File: config.mk
export PLATFORM = sky130hd
export DESIGN_NAME = gpio_edge_irq
export DESIGN_NICKNAME = d
export VERILOG_FILES = /design/src/rtl/gpio_edge_pkg.sv /design/src/rtl/gpio_edge_ctrl.sv /design/src/rtl/gpio_edge_dp.sv /design/src/rtl/gpio_edge_irq.sv
export SDC_FILE = /design/constraint.sdc
export NUM_CORES = 1
export LEC_CHECK = 0
export BUFFER_PORTS_ARGS = -buffer_cell sky130_fd_sc_hd__buf_4
export CAP_MARGIN = 20
export CORE_MARGIN = 4
export CORE_UTILIZATION = 45
export CTS_CLUSTER_SIZE = 16
export DETAILED_ROUTE_END_ITERATION = 8
export PLACE_DENSITY = 0.75
export SLEW_MARGIN = 20
export SYNTH_ARGS = -nofsm -noshare
export SYNTH_HDL_FRONTEND = slang
export SYNTH_SLANG_ARGS = --single-unit
File: constraint.sdc
create_clock -name clk -period 2.7 [get_ports clk]
set_input_delay 0 -clock clk [delete_from_list [all_inputs] [get_ports clk]]
set_output_delay 0 -clock clk [all_outputs]
set_load 0.05 [all_outputs]
File: src/rtl/gpio_edge_pkg.sv
package gpio_edge_pkg;
  localparam logic [1:0] ADDR_LEVEL = 2'd0;
  localparam logic [1:0] ADDR_CFG   = 2'd1;
  localparam logic [1:0] ADDR_STAT  = 2'd2;

  localparam logic [1:0] TRIG_NONE  = 2'd0;
  localparam logic [1:0] TRIG_FALL  = 2'd1;
  localparam logic [1:0] TRIG_RISE  = 2'd2;

  typedef struct packed {
    logic       cfgWr;
    logic       ackWr;
    logic [1:0] rdSel;
  } ctrlStrobe_t;
endpackage

File: src/rtl/gpio_edge_ctrl.sv
module gpio_edge_ctrl
  import gpio_edge_pkg::*;
(
  input  logic [1:0]  regSel,
  input  logic        regWrEn,
  output ctrlStrobe_t strobe
);
  always_comb begin
    strobe.cfgWr = regWrEn && (regSel == ADDR_CFG);
    strobe.ackWr = regWrEn && (regSel == ADDR_STAT);
    strobe.rdSel = regSel;
  end
endmodule

File: src/rtl/gpio_edge_dp.sv
module gpio_edge_dp
  import gpio_edge_pkg::*;
#(
  parameter int NUM_IN = 4,
  parameter int DATA_W = 8
) (
  input  logic                  clk,
  input  logic                  rst,
  input  logic [NUM_IN-1:0]     gpioIn,
  input  ctrlStrobe_t           strobe,
  input  logic [2*NUM_IN-1:0]   wrData,
  output logic [DATA_W-1:0]     rdData,
  output logic                  irqOut,
  output logic [NUM_IN-1:0]     riseEvt,
  output logic [NUM_IN-1:0]     fallEvt,
  output logic [NUM_IN-1:0]     risePend,
  output logic [NUM_IN-1:0]     fallPend,
  output logic [2*NUM_IN-1:0]   cfgWord,
  output logic [NUM_IN-1:0]     statusVec
);
  localparam int CFG_W = 2 * NUM_IN;

  logic [NUM_IN-1:0] syncA, syncB, prevLvl, ackMask;

  // two-stage synchronizer followed by previous-level register
  always_ff @(posedge clk) begin
    if (rst) begin
      syncA   <= '0;
      syncB   <= '0;
      prevLvl <= '0;
    end else begin
      syncA   <= gpioIn;
      syncB   <= syncA;
      prevLvl <= syncB;
    end
  end

  assign riseEvt = syncB & ~prevLvl;
  assign fallEvt = ~syncB & prevLvl;
  assign ackMask = strobe.ackWr ? wrData[NUM_IN-1:0] : '0;

  // pending flags: events beat a simultaneous acknowledge
  always_ff @(posedge clk) begin
    if (rst) begin
      risePend <= '0;
      fallPend <= '0;
    end else begin
      risePend <= (risePend & ~ackMask) | riseEvt;
      fallPend <= (fallPend & ~ackMask) | fallEvt;
    end
  end

  always_ff @(posedge clk) begin
    if (rst)               cfgWord <= '0;
    else if (strobe.cfgWr) cfgWord <= wrData[CFG_W-1:0];
  end

  for (genvar n = 0; n < NUM_IN; n++) begin : g_status
    logic [1:0] trig;
    assign trig = cfgWord[2*n +: 2];
    always_comb begin
      unique case (trig)
        TRIG_FALL: statusVec[n] = fallPend[n];
        TRIG_RISE: statusVec[n] = risePend[n];
        default:   statusVec[n] = 1'b0;
      endcase
    end
  end

  assign irqOut = |statusVec;

  always_comb begin
    unique case (strobe.rdSel)
      ADDR_LEVEL: rdData = DATA_W'(syncB);
      ADDR_CFG:   rdData = DATA_W'(cfgWord);
      ADDR_STAT:  rdData = DATA_W'(statusVec);
      default:    rdData = '0;
    endcase
  end
endmodule

File: src/rtl/gpio_edge_irq.sv
module gpio_edge_irq
  import gpio_edge_pkg::*;
#(
  parameter int NUM_IN = 4,
  parameter int DATA_W = 8
) (
  input  logic              clk,
  input  logic              rst,
  input  logic [NUM_IN-1:0] gpioIn,
  input  logic [1:0]        regSel,
  input  logic              regWrEn,
  input  logic [DATA_W-1:0] regWrData,
  output logic [DATA_W-1:0] regRdData,
  output logic              irqOut
);
  localparam int CFG_W = 2 * NUM_IN;

  ctrlStrobe_t        strobe;
  logic [NUM_IN-1:0]  riseEvt, fallEvt, risePend, fallPend, statusVec;
  logic [CFG_W-1:0]   cfgWord;

  gpio_edge_ctrl i_ctrl (
    .regSel (regSel),
    .regWrEn(regWrEn),
    .strobe (strobe)
  );

  gpio_edge_dp #(.NUM_IN(NUM_IN), .DATA_W(DATA_W)) i_dp (
    .clk      (clk),
    .rst      (rst),
    .gpioIn   (gpioIn),
    .strobe   (strobe),
    .wrData   (regWrData[CFG_W-1:0]),
    .rdData   (regRdData),
    .irqOut   (irqOut),
    .riseEvt  (riseEvt),
    .fallEvt  (fallEvt),
    .risePend (risePend),
    .fallPend (fallPend),
    .cfgWord  (cfgWord),
    .statusVec(statusVec)
  );
endmodule

# After elaboration in Yosys (flattened, before gate mapping)
# Index checks and enable logic that the tools add are counted.
dict set report totals {
  output_inout_bits 9
  wordCells 35
  register_bits 28
  in_bits 17
}
dict set report classes {
  n_mux 6
  n_eq_ne 10
  n_reduce_logical 4
  n_bitwise 9
}
# operator n
set ops {}
lappend ops {{8-bit one-hot mux with 3 select lines} 1}
lappend ops {{4-bit bitwise AND} 4}
lappend ops {{4-bit inverter} 3}
lappend ops {{2-bit by 1-bit == test with 1-bit output (second input constant)} 5}
lappend ops {{2-bit == test (second input constant)} 5}
lappend ops {{4-bit bitwise OR} 2}
lappend ops {{1-bit one-hot mux with 2 select lines} 4}
lappend ops {{4-bit two-way mux} 1}
lappend ops {{4-bit OR reduction} 1}
lappend ops {{1-bit logical AND} 2}
lappend ops {{2-bit logical NOT} 1}

# Logic depth before layout (Yosys ltp)
dict set report logic_depth {
  word_depth 6
  depth_mapped 5
  mapped_depth_nobuf 5
}

# By module
# From an unflattened synthesis, not the netlist that was laid out.
dict set report unflattened {
  hier_cells 132
  area_unflattened_um2 1219.9
}
# module seq_area_each_um2 cells_per_inst n_inst area_per_inst_um2
set by_module_without_submodules {}
lappend by_module_without_submodules {gpio_edge_dp 560.5 128 1 1187.4}
lappend by_module_without_submodules {gpio_edge_ctrl 0.0 4 1 32.5}

# Least setup slack after synthesis
# Ideal clock, no wire load.
dict set report synth_timing {
  kind {register -> output}
  from {register i_dp.cfgWord[0]}
  to {output port irqOut}
  stages_incl_launch_ff 6
  required_time_ps 2700
  arrival_ps 1545
  slack_ps 1155
  cell_sequence {dfxtp_1 inv_1 ha_1 a22oi_1 nor2_1 or4_1}
}
dict set report synth_via {
  elab_chain_len 3
  elab_cells_between_ends 4
  cone_classes {eq/ne: 2; mux: 1; reduce/logical: 1}
}
# item line
set synth_lines {}
lappend synth_lines {{start, declared} gpio_edge_dp.sv:18} ;# output logic [2*NUM_IN-1:0] cfgWord,
lappend synth_lines {{start signal, assigned} gpio_edge_dp.sv:55} ;# else if (strobe.cfgWr) cfgWord <= wrData[CFG_W-1:0];
lappend synth_lines {{2-bit == test / 2-bit by 1-bit == test with 1-bit output (equally long branches)} gpio_edge_dp.sv:62} ;# unique case (trig)
lappend synth_lines {{1-bit one-hot mux with 2 select lines (*)} gpio_edge_dp.sv:62}
lappend synth_lines {{4-bit OR reduction (*)} gpio_edge_dp.sv:70} ;# assign irqOut = |statusVec;
lappend synth_lines {{end, declared} gpio_edge_irq.sv:14} ;# output logic irqOut
# Every way passes the cells marked *; elsewhere a longest branch is shown, timed or not.

# Worst setup path in the final report
dict set report layout_timing {
  from {register i_dp.cfgWord[6]}
  to {output port irqOut}
}
# The elaborated chain is that of the path after synthesis.

==> out/qor.yml <==
outcome:
  status: "finished, final reports clean"
pwr:
  design_power_total_mw: 0.7411
  leakagePower_nw: 0.7194
  ir_drop_mv: 0.3554
  p_clk_share_pct: 27.4
  switchingPower_mw: 0.1781
  combPwrFrac_pct: 13.3
  power.density_cell_area_mw_per_mm2: 461.7
  internal_power_mw: 0.5630
  seq_power_share_pct: 59.3
  power_switching_share_pct: 24.03
timing:
  final_min_period_over_clock_period_pct: 72.81
  finalMaxSlewViolations: 0
  post-route-min-period_ns: 1.966
  setup_tns_ns: 0
  achievable-frequency_ghz: 0.5087
  report.final.hold_viol_count: 0
  slew_headroom_pct: 71.04
  setup_ws_ns: 0.7341
  worst_clock_skew_ns: 0.001225
  setup-violations-final: 0
  rsz0062_at_grt: "false"
  worst_pin_slew_ns: 0.4324
die:
  die-area_sq_mm: 0.003640
  die-height_microns: 60.33
  initial_core_util_pct: 48.43
  die_span_x_microns: 60.33
  core_region_area_sq_mm: 0.002545
  design.portCount: 26
  row_count: 18
synthesis:
  synth-seq-cells: 28
  yosys.area_share.simple_pct: 25.79
  post_synth_num_cell_types: 21
  yosys.area_share.adder_pct: 8.122
  yosys_warnings: 0
  async_flop_share_pct: 0
  proportion_of_synthesized_area_in_mux_cells_pct: 3.249
  netlist.top_cell.by_area: "dfxtp_1"
  compound_gate_portion_of_the_synthesized_area_pct: 12.59
  average_cell_area_after_synthesis_sq_um: 9.197
  synth.top_cell.area_share_pct: 45.48
  synth_edf_count: 0
  synth_top_family_by_area: "simple AND/OR/NAND/NOR gates"
  mappedNetlistNets: 159
  dominantRegCellSynth: "dfxtp_1"
  syn-instance-count: 134
  synth_seq_area_share_pct: 45.48
  synthTopCellsByArea: "dfxtp_1 45%, nor2b_1 11%, ha_1 8.1%"
  post_synth_instance_area_sq_mm: 0.001232
  synth_xor_xnor_area_share_pct: 0
routing:
  wl_per_cell_microns: 13.05
  drt_iter0_drc: 26
  detailedRoute.firstPassIterationCount: 4
  met2_length_mm: 1.271
  routed_wl_mm: 2.636
  detailroute.wirelength.met3_microns: 113
  via_count: 1072
  wl_met1_mm: 1.200
  route.top_layer_used: "met4"
  drc_errors: 0
  drtAntennaViolNets: 0
  avgViaCountPerCell: 5.307
grt:
  grt_max_degree: 29
  global_route_wire_length_before_repair_mm: 4.388
  grt.total_usage_pct: 15.59
  grt.overflow.total: 0
  first_global_vias: 996
  grt_antenna_before_repair: 0
clocking:
  clock_tree.root_cell: "clkbuf_4"
  htree_num_levels: 1
  clock_sinks: 28
  cts.reportedPaths.clkPinSlew_ns: 0.15
  cts_buffers: 3
  cts-root-to-sink-buffers: 2
  worst_skew_pair.late_latency_ns: 0.32
  cts_tree: "yes"
worst_setup_path:
  slowest_stage: "or4_1"
  critPathLaunchType: "register"
  crit_chain: "inv_1 > ha_1 > a22oi_1 > nor2_1 > or4_1 > buf_4"
  crit_arrival_ns: 1.97
  end_kind: "output port"
  critPathRequiredTime_ns: 2.70
  path_delay_family: "simple AND/OR/NAND/NOR gates"
  timing.critical_path.slowest_cell_delay_ns: 0.50
  worst-path-max-fanout: 4
  timing.setup.critical_path_class: "reg -> out"
  path_buf_inv: 2
cells_and_area:
  area_growth_syn_to_layout_pct: 30.25
  utilization_pct: 63.08
  fin_nets: 198
  antennaDiodeCount: 0
  fin_cells: 202
  drive_gt1_share_pct: 18.02
min_path:
  worst_hold_path_type: "in -> reg"
run:
  max_cap_viol_count: 0
place:
  pre_cts_slack_ns: 1.116
  post-dp-hpwl_mm: 1.856
  place.gp.congestion: 0.7886
  port_buffer_count: 25
  placedCellCount: 184
==> final cells by class <==
| class | instances | area [sq um] |
|---|---|---|
| timing repair buffer | 39 | 327.8 |
| multi-input combinational | 93 | 613.1 |
| clock buffer | 4 | 36.28 |
| fill | 203 | 939.7 |
| inverter | 8 | 30.03 |
| tap | 30 | 37.54 |
| sequential | 28 | 560.5 |
==> metal layers <==
layer / up-vias / track usage (%)
met2: 26 / 26.08
met3: 6 / 2.128
li1: 529 / -
met4: 0 / 6.329
met5: - / 0
met1: 511 / 20.23
==> cells in the final DEF, fill, tap and decap left out <==
master,synthesis,layout
a21oi_1,12,12
clkbuf_8,0,1
buf_4,0,25
nor2b_2,1,1
dfxtp_1,28,28
nand4b_1,4,4
a21o_1,4,4
a22o_1,4,4
nor2b_1,21,21
nand3_1,4,4
a22oi_1,4,4
clkbuf_4,0,3
nand3b_2,1,1
inv_1,8,8
dlygate4sd3_1,0,14
mux2i_1,4,4
nand2_1,4,4
nor2_1,17,17
and2_1,4,4
or4_1,1,1
ha_1,8,8
==> cells in the mapped netlist, types with 4 or more instances <==
library cell  number
ha_1               8
nor2b_1           21
a21o_1             4
dfxtp_1           28
and2_1             4
nand2_1            4
nand4b_1           4
mux2i_1            4
a22o_1             4
a22oi_1            4
inv_1              8
nand3_1            4
nor2_1            17
a21oi_1           12
==> path summary, 6_finish.rpt <==
check,endpoint,cells after the start,from,slack (ns)
hold / removal,i_dp.cfgWord[6],3,regWrEn,0.003
setup reg to reg,i_dp.risePend[2],3,i_dp.syncB[2],1.91
setup / recovery,irqOut,6,i_dp.cfgWord[6],0.73
hold reg to reg,i_dp.syncB[0],1,i_dp.syncA[0],0.45
==> power groups by stage <==
stage          registers (mW)  clock network [mW]  logic (mW)
6_report                0.440               0.203      0.0985
5_1_grt                 0.442               0.222       0.108
4_1_cts                 0.440               0.205      0.0982
3_5_place_dp            0.449                   0      0.0829
3_3_place_gp            0.448                   0      0.0799
2_1_floorplan           0.446                   0      0.0521
==> worst register-to-register path: stages (launching register included) <==
cell	delay, ns
dfxtp_1	0.37
nor2b_1	0.14
a21oi_1	0.12
nor2_1	0.05
==> state kept, by name (all words and copies together), names as in the netlist <==
signal         cells
i_dp.cfgWord       8
i_dp.prevLvl       4
i_dp.fallPend      4
i_dp.syncB         4
i_dp.risePend      4
i_dp.syncA         4
==> per-stage QoR <==
stage / cell area [sq um] / hold slack (ns)
2_1_floorplan: 1232 / 0.1282
3_5_place_dp: 1429 / 0.2206
6_report: 1605 / 0.002985
5_1_grt: 1605 / 0.01199
3_3_place_gp: 1429 / 0.2175
4_1_cts: 1605 / 0.006885
==> repair_timing <==
item / 4_1_cts / 5_1_grt
hold buffers: 14 / 0
gates resized for setup: 0 / 0
buffers inserted: 0 / 0
hold endpoints to repair: 12 / 0
==> logic make-up (layout without fill, tap and decap cells) <==
| kind of cell | Yosys count | after routing |
|---|---|---|
| simple gates | 57 | 57 |
| fa+ha+maj | 8 | 8 |
| flops | 28 | 28 |
| mux | 4 | 4 |
| compound gates | 24 | 24 |
| buf+inv | 13 | 51 |
No activity file was read; power rests on OpenSTA's default activity.
